==> config.mk <==
export PLATFORM = sky130hd
export DESIGN_NAME = cfg_io_port
export DESIGN_NICKNAME = d
export VERILOG_FILES = /design/src/rtl/io_port_pkg.sv /design/src/rtl/port_regs.sv /design/src/rtl/port_addr_latch.sv /design/src/rtl/port_pin_mux.sv /design/src/rtl/cfg_io_port.sv
export SDC_FILE = /design/constraint.sdc
export NUM_CORES = 1
export LEC_CHECK = 0
export ABC_AREA = 1
export CAP_MARGIN = 15
export CORE_MARGIN = 5
export CORE_UTILIZATION = 46
export DETAILED_ROUTE_END_ITERATION = 12
export DONT_BUFFER_PORTS = 1
export RECOVER_POWER = 50
export REMOVE_ABC_BUFFERS = 1
export SYNTH_ARGS = -nofsm -noshare
export SYNTH_HDL_FRONTEND = slang
export SYNTH_SLANG_ARGS = --single-unit
==> constraint.sdc <==
create_clock -name clk -period 0.85 [get_ports clk]
set_clock_uncertainty 0.1 [all_clocks]
set_input_delay 0.085 -clock clk [delete_from_list [all_inputs] [get_ports clk]]
set_output_delay 0.085 -clock clk [all_outputs]
set_load 0.05 [all_outputs]
==> src/rtl/io_port_pkg.sv <==
// Package: shared register offsets and pin-role encoding for the I/O port.
// Assumes a four-location register window addressed by a 2-bit offset.
package io_port_pkg;
    localparam int OFFS_W = 2;
    localparam logic [OFFS_W-1:0] OFFS_PADS = 2'd0;
    localparam logic [OFFS_W-1:0] OFFS_MODE = 2'd1;
    localparam logic [OFFS_W-1:0] OFFS_OVAL = 2'd2;
    localparam logic [OFFS_W-1:0] OFFS_DIR  = 2'd3;

    typedef enum logic [1:0] {
        ROLE_REG  = 2'd0,
        ROLE_LOGC = 2'd1,
        ROLE_ADDR = 2'd2
    } pin_role_e;
endpackage

==> src/rtl/port_regs.sv <==
// Register file of the port: mode-select, output value and direction, plus
// the combinational read mux. Assumes writes take effect at the clock edge.
// With HAS_CTRL = 0 the mode-select register is absent and reads as 0.
module port_regs
    import io_port_pkg::*;
#(
    parameter int WIDTH    = 8,
    parameter bit HAS_CTRL = 1'b1
) (
    input  logic              clk,
    input  logic              rst_n,
    input  logic              wr_en,
    input  logic [OFFS_W-1:0] reg_addr,
    input  logic [WIDTH-1:0]  wr_data,
    input  logic [WIDTH-1:0]  pad_in,
    output logic [WIDTH-1:0]  mode_q,
    output logic [WIDTH-1:0]  oval_q,
    output logic [WIDTH-1:0]  dir_q,
    output logic [WIDTH-1:0]  rd_data
);
    // Output-value and direction registers, cleared by reset.
    always_ff @(posedge clk) begin
        if (!rst_n) begin
            oval_q <= '0;
            dir_q  <= '0;
        end else if (wr_en) begin
            if (reg_addr == OFFS_OVAL) oval_q <= wr_data;
            if (reg_addr == OFFS_DIR)  dir_q  <= wr_data;
        end
    end

    generate
        if (HAS_CTRL) begin : g_mode
            // Mode-select register, present only in the full build.
            always_ff @(posedge clk) begin
                if (!rst_n)
                    mode_q <= '0;
                else if (wr_en && reg_addr == OFFS_MODE)
                    mode_q <= wr_data;
            end
        end else begin : g_nomode
            assign mode_q = '0;
        end
    endgenerate

    // Read mux over the four window locations.
    always_comb begin
        unique case (reg_addr)
            OFFS_PADS: rd_data = pad_in;
            OFFS_MODE: rd_data = mode_q;
            OFFS_OVAL: rd_data = oval_q;
            default:   rd_data = dir_q;
        endcase
    end
endmodule

==> src/rtl/port_addr_latch.sv <==
// Address capture for the port. With MUX_BUS = 1 it follows the bus while
// the strobe is high and keeps the last value once the strobe is low; the
// strobe must cover one rising clock edge or more. With MUX_BUS = 0 it passes the bus slice through.
module port_addr_latch #(
    parameter int WIDTH    = 8,
    parameter int ADDR_W   = 16,
    parameter int ADDR_LSB = 0,
    parameter bit MUX_BUS  = 1'b1
) (
    input  logic              clk,
    input  logic              rst_n,
    input  logic [ADDR_W-1:0] bus_ad,
    input  logic              ale,
    output logic [WIDTH-1:0]  addr_bits
);
    logic [WIDTH-1:0] bus_slice;
    assign bus_slice = bus_ad[ADDR_LSB +: WIDTH];

    generate
        if (MUX_BUS) begin : g_latch
            logic [WIDTH-1:0] held_q;
            // Capture the bus slice on every edge while the strobe is high.
            always_ff @(posedge clk) begin
                if (!rst_n)
                    held_q <= '0;
                else if (ale)
                    held_q <= bus_slice;
            end
            assign addr_bits = ale ? bus_slice : held_q;
        end else begin : g_bypass
            assign addr_bits = bus_slice;
        end
    endgenerate
endmodule

==> src/rtl/port_pin_mux.sv <==
// Per-pin role selection and pad drive. Address output wins over logic I/O,
// which wins over register I/O. Purely combinational.
module port_pin_mux
    import io_port_pkg::*;
#(
    parameter int WIDTH = 8
) (
    input  logic [WIDTH-1:0] mode_q,
    input  logic [WIDTH-1:0] oval_q,
    input  logic [WIDTH-1:0] dir_q,
    input  logic [WIDTH-1:0] addr_bits,
    input  logic [WIDTH-1:0] addr_oe,
    input  logic [WIDTH-1:0] pld_sel,
    input  logic [WIDTH-1:0] pld_out,
    input  logic [WIDTH-1:0] pld_oe,
    output logic [WIDTH-1:0] pad_out,
    output logic [WIDTH-1:0] pad_oe
);
    for (genvar i = 0; i < WIDTH; i++) begin : g_pin
        pin_role_e role;

        // Pick the pin's role by priority.
        always_comb begin
            if (addr_oe[i] || (mode_q[i] && dir_q[i]))
                role = ROLE_ADDR;
            else if (pld_sel[i])
                role = ROLE_LOGC;
            else
                role = ROLE_REG;
        end

        // Drive value and enable for the chosen role.
        always_comb begin
            unique case (role)
                ROLE_ADDR: begin
                    pad_out[i] = addr_bits[i];
                    pad_oe[i]  = 1'b1;
                end
                ROLE_LOGC: begin
                    pad_out[i] = pld_out[i];
                    pad_oe[i]  = pld_oe[i] & dir_q[i];
                end
                default: begin
                    pad_out[i] = oval_q[i];
                    pad_oe[i]  = dir_q[i] | pld_oe[i];
                end
            endcase
        end
    end
endmodule

==> src/rtl/cfg_io_port.sv <==
// Top of the multi-mode I/O port: register window, address capture and
// per-pin role mux. Assumes a single clock and synchronous active-low reset.
module cfg_io_port
    import io_port_pkg::*;
#(
    parameter int WIDTH    = 8,
    parameter int ADDR_W   = 16,
    parameter int ADDR_LSB = 0,
    parameter bit MUX_BUS  = 1'b1,
    parameter bit HAS_CTRL = 1'b1
) (
    input  logic              clk,
    input  logic              rst_n,
    input  logic              wr_en,
    input  logic [1:0]        reg_addr,
    input  logic [WIDTH-1:0]  wr_data,
    output logic [WIDTH-1:0]  rd_data,
    input  logic [ADDR_W-1:0] bus_ad,
    input  logic              ale,
    input  logic [WIDTH-1:0]  addr_oe,
    input  logic [WIDTH-1:0]  pld_sel,
    input  logic [WIDTH-1:0]  pld_out,
    input  logic [WIDTH-1:0]  pld_oe,
    output logic [WIDTH-1:0]  pld_in,
    output logic [WIDTH-1:0]  pad_out,
    output logic [WIDTH-1:0]  pad_oe,
    input  logic [WIDTH-1:0]  pad_in
);
    logic [WIDTH-1:0] mode_q;
    logic [WIDTH-1:0] oval_q;
    logic [WIDTH-1:0] dir_q;
    logic [WIDTH-1:0] addr_bits;

    port_regs #(.WIDTH(WIDTH), .HAS_CTRL(HAS_CTRL)) i_regs (
        .clk(clk), .rst_n(rst_n), .wr_en(wr_en), .reg_addr(reg_addr),
        .wr_data(wr_data), .pad_in(pad_in), .mode_q(mode_q),
        .oval_q(oval_q), .dir_q(dir_q), .rd_data(rd_data)
    );

    port_addr_latch #(.WIDTH(WIDTH), .ADDR_W(ADDR_W), .ADDR_LSB(ADDR_LSB),
                      .MUX_BUS(MUX_BUS)) i_alat (
        .clk(clk), .rst_n(rst_n), .bus_ad(bus_ad), .ale(ale),
        .addr_bits(addr_bits)
    );

    port_pin_mux #(.WIDTH(WIDTH)) i_mux (
        .mode_q(mode_q), .oval_q(oval_q), .dir_q(dir_q),
        .addr_bits(addr_bits), .addr_oe(addr_oe), .pld_sel(pld_sel),
        .pld_out(pld_out), .pld_oe(pld_oe), .pad_out(pad_out), .pad_oe(pad_oe)
    );

    // Input tap towards the programmable logic.
    assign pld_in = pad_in;
endmodule

After elaboration in Yosys (flattened, before gate mapping) --
Index checks and enable logic that the tools add are counted.
Word-level totals: memories kept 0, bits in latches 0, bits in registers 32, logic and storage cells 93, output and inout port bits 32, RAM bits 0, ROM bits 0
Cells by class: divide/modulo/power cells 0, $add $sub $neg 0, muxes and demuxes 34, multipliers 0, reduce and logical (&&, ||, !) cells 20, order comparisons 0, bitwise operators 16, shift operators 0, eq/ne operators 19
Operators with widths (number):
- 1-bit one-hot mux with 2 select lines | 16
- 8-bit one-hot mux with 3 select lines | 1
- 2-bit equality test, second input constant | 10
- 2-bit by 1-bit equality test with 1-bit output, second input constant | 9
- 2-bit 2-to-1 mux | 8
- 1-bit logical AND | 9
- 1-bit AND | 8
- 1-bit logical OR | 8
- 1-bit 2-to-1 mux | 8
- 8-bit 2-to-1 mux | 1
- 1-bit bitwise OR | 8
- 2-bit AND reduction | 2
- 2-bit zero test | 1

Depth between registers and ports, before layout --
word-level depth 5, depth in mapped cells 6, mapped depth without buffers 5

Hierarchy --
From an unflattened synthesis, not the netlist that was laid out.
Second synthesis, totals: cell total of the unflattened synthesis 418, area, all modules 2336.0 um2
By module, submodules not included:
- port_regs | area an instance 1308.8 um2, instances 1, cells each 199, seq. area each 480.5 um2
- port_pin_mux | area an instance 573.0 um2, instances 1, cells each 144, seq. area each 0.0 um2
- port_addr_latch | area an instance 394.1 um2, instances 1, cells each 67, seq. area each 160.2 um2
- cfg_io_port | area an instance 60.1 um2, instances 1, cells each 8, seq. area each 0.0 um2

Least setup slack after synthesis --
Ideal clock, no wire load.
path type input-to-output, from in reg_addr[1], to out rd_data[2], arrival time 0.977 ns, path buffers 2, cell stages on the path 4, data required time 0.665 ns, setup slack -0.312 ns, path through buf_4 > buf_2 > nand3_1 > nand4_1
On the way: cells in the longest elaborated chain, start to end 2
RTL lines:
- from (decl) | line cfg_io_port.sv:15 | input logic [1:0] reg_addr,
- 2-bit equality test (tied with other cells) | line port_regs.sv:48 | unique case (reg_addr)
- 8-bit one-hot mux with 3 select lines * | line port_regs.sv:48
- to (decl) | line cfg_io_port.sv:17 | output logic [WIDTH-1:0] rd_data,
Every way passes the cells marked *; elsewhere a longest branch is shown, timed or not.

Worst setup path in the final report --
from reg i_regs.mode_q[2], to out rd_data[2]
On the way: cells in the longest elaborated chain, start to end 1
RTL lines:
- from (decl) | line port_regs.sv:16 | output logic [WIDTH-1:0] mode_q,
- from (signal assigned) | line port_regs.sv:39 | mode_q <= wr_data;
- 8-bit one-hot mux with 3 select lines | line port_regs.sv:48
No other way between the ends.

==> results.json <==
{
  "syn_to_final_growth_pct": 46.6,
  "via_per_inst": 5.05,
  "async_reset_ff_share_pct": 0,
  "crit_fanout": 2,
  "start_kind": "flip-flop",
  "synthCells": 345,
  "ys_top_cells_by_count": "114 x nand2_1, 48 x inv_1, 48 x nor2_1, 32 x dfxtp_1",
  "cts_buffers": 5,
  "dr.pass1.iters": 5,
  "nets": 450,
  "setup_viol": 36,
  "overflow": 0,
  "synth-seq-cells": 32,
  "p_per_area_nw_per_um2": 1380,
  "grt_pass1_vias": 2068,
  "die_h_microns": 77.1,
  "min_path_cells": 2,
  "n_antenna_cell": 0,
  "yosysTopAreaCell": "dfxtp_1",
  "die-area_sq_um": 5940,
  "ys_warn_count": 0,
  "antenna_found_initial": 0,
  "drt-total-wl_microns": 5800,
  "critPathKind": "reg -> out",
  "start_util_pct": 47.5,
  "vdd_drop_max_mv": 0.854,
  "relSlewSlack_pct": 80.8,
  "ys_types": 18,
  "wl_per_cell_microns": 13.4,
  "hold_class": "in -> reg",
  "rsz0062_at_grt": "yes",
  "rrSetupSlack_ns": -0.11,
  "clk_latency_ns": 0.28,
  "synth_top_area_share_pct": 31.0,
  "nFillCells": 371,
  "design.core.area_sq_um": 4350,
  "cellLeakagePower_nw": 1.42,
  "ys.flop_type": "dfxtp_1",
  "crit_path_end_kind": "output port",
  "critPathRequiredTime_ns": 0.66,
  "reg2reg_depth": 6,
  "remaining_drc_errors": 0,
  "finalHoldViolCount": 32,
  "htreeDepth": 2,
  "rows": 24,
  "die_x_microns": 77.1,
  "post-synth-top-count-cell": "nand2_1",
  "drive_gt1_share_pct": 39.5,
  "synth_edf_count": 0,
  "critPathArrivalTime_ns": 1.15,
  "cts_root_buffer": "clkbuf_8",
  "cts_sinks": 32,
  "detailroute.via_count": 2183,
  "final_max_slew_viol_count": 0,
  "ant_nets": 0,
  "grt_max_degree": 33,
  "fin_setup_tns_ns": -10.59,
  "fin_crit_ns": 1.34,
  "min_period_over_period_pct": 157,
  "drt_iter0_drc": 104,
  "place_congestion": 0.838,
  "fmaxAchievable_mhz": 747,
  "dpl.hpwl_microns": 4010,
  "holdWs_ns": -0.194,
  "synth_area_per_cell_sq_um": 5.99,
  "grt_first_pass_wirelength_microns": 9260,
  "portBuffers": 0,
  "syn-cell-area_sq_um": 2070,
  "setup_ws_ns": -0.488,
  "failed_checks": "hold timing, setup timing",
  "grt_util_all_layers_pct": 19.1,
  "clk_path_buf_depth": 2,
  "status": "complete, but fails checks",
  "worst_pin_slew_ns": 0.288,
  "drv_cap": 0,
  "clkTransAtPathRegs_ns": 0.07,
  "synthTopCellsByArea": "dfxtp_1 31%, nand2_1 21%, inv_1 8.7%",
  "place_ws_ns": -0.241,
  "cts_tree": "yes",
  "io_pins": 102,
  "design_power_total_mw": 4.18,
  "seq_area_frac_synth_pct": 31.0
}
[logic make-up after synthesis]
family                 synth area share, %
AOI/OAI and AO/OA                     7.74
buffers and inverters                 16.6
and+or+nand+nor                       44.7
DFF                                   31.0
[per-layer routing]
| metal | up-vias | wire length [microns] | GRT usage (%) |
|---|---|---|---|
| li1 | 1124 | - | - |
| met1 | 966 | 2390 | 22.9 |
| met2 | 82 | 2800 | 31.6 |
| met3 | 11 | 517 | 6.44 |
| met4 | 0 | 92 | 6.87 |
| met5 | - | 0 | 0 |
[power breakdown]
group          total [mW]  leakage [nW]  switching, mW  internal (mW)
Combinational        1.42          1.11          0.765          0.660
Clock                1.11        0.0410          0.554          0.556
Sequential           1.65         0.275         0.0721           1.57
[final cells by class]
type,instances,area [sq um],share of cell area (%)
Clock buffer,6,72.6,2.39
Clock inverter,1,5.00,0.165
Inverter,50,190,6.27
Multi-Input combinational cell,244,1300,42.9
Sequential cell,32,693,22.9
Tap cell,52,65.1,2.15
Timing Repair Buffer,47,706,23.3
[critical path, cell delays in order (launching register included)]
cell     delay (ns)
dfxtp_4        0.36
buf_6          0.12
nand3_2        0.05
nand4_1        0.15
buf_12         0.20
[layout by cell type (no fill, tap or decap), drive strengths merged]
cell type and n:
a21oi 8, clkinv 1, nand4 8, o21ai 24, nand2 120, nor2 49
and2 8, buf 47, clkbuf 6, dfxtp 32, nand3 27, inv 50
[sequential cells by signal, indices dropped and copies added, names as in the netlist]
name / cells
i_regs.dir_q: 8
i_alat.g_latch.held_q: 8
i_regs.oval_q: 8
i_regs.mode_q: 8
[final timing paths]
check	to	startpoint
worst max-delay path	rd_data[2]	i_regs.mode_q[2]
worst min-delay path	i_regs.mode_q[1]	rst_n
worst max register to register	i_regs.mode_q[4]	i_regs.mode_q[4]
worst min register to register	i_regs.mode_q[6]	i_regs.mode_q[6]
[timing repair]
action                                  CTS  global route
resized for setup                        79            76
endpoints found under the setup margin   33            45
gates cloned                              0             0
endpoints found under the hold margin    32            32
setup buffers                             2             8
pin swaps                                21            36
[through the flow]
step,hold WS (ns),instance area [sq um],cells,util [%]
finish,-0.194,3030,432,69.7
global placement,0.0706,2580,423,59.2
detailed placement,0.0706,2580,423,59.2
global route,-0.208,3030,432,69.7
CTS,-0.195,2850,432,65.4
floorplan,0.0700,1910,326,-
(Power assumes the default switching activity.)
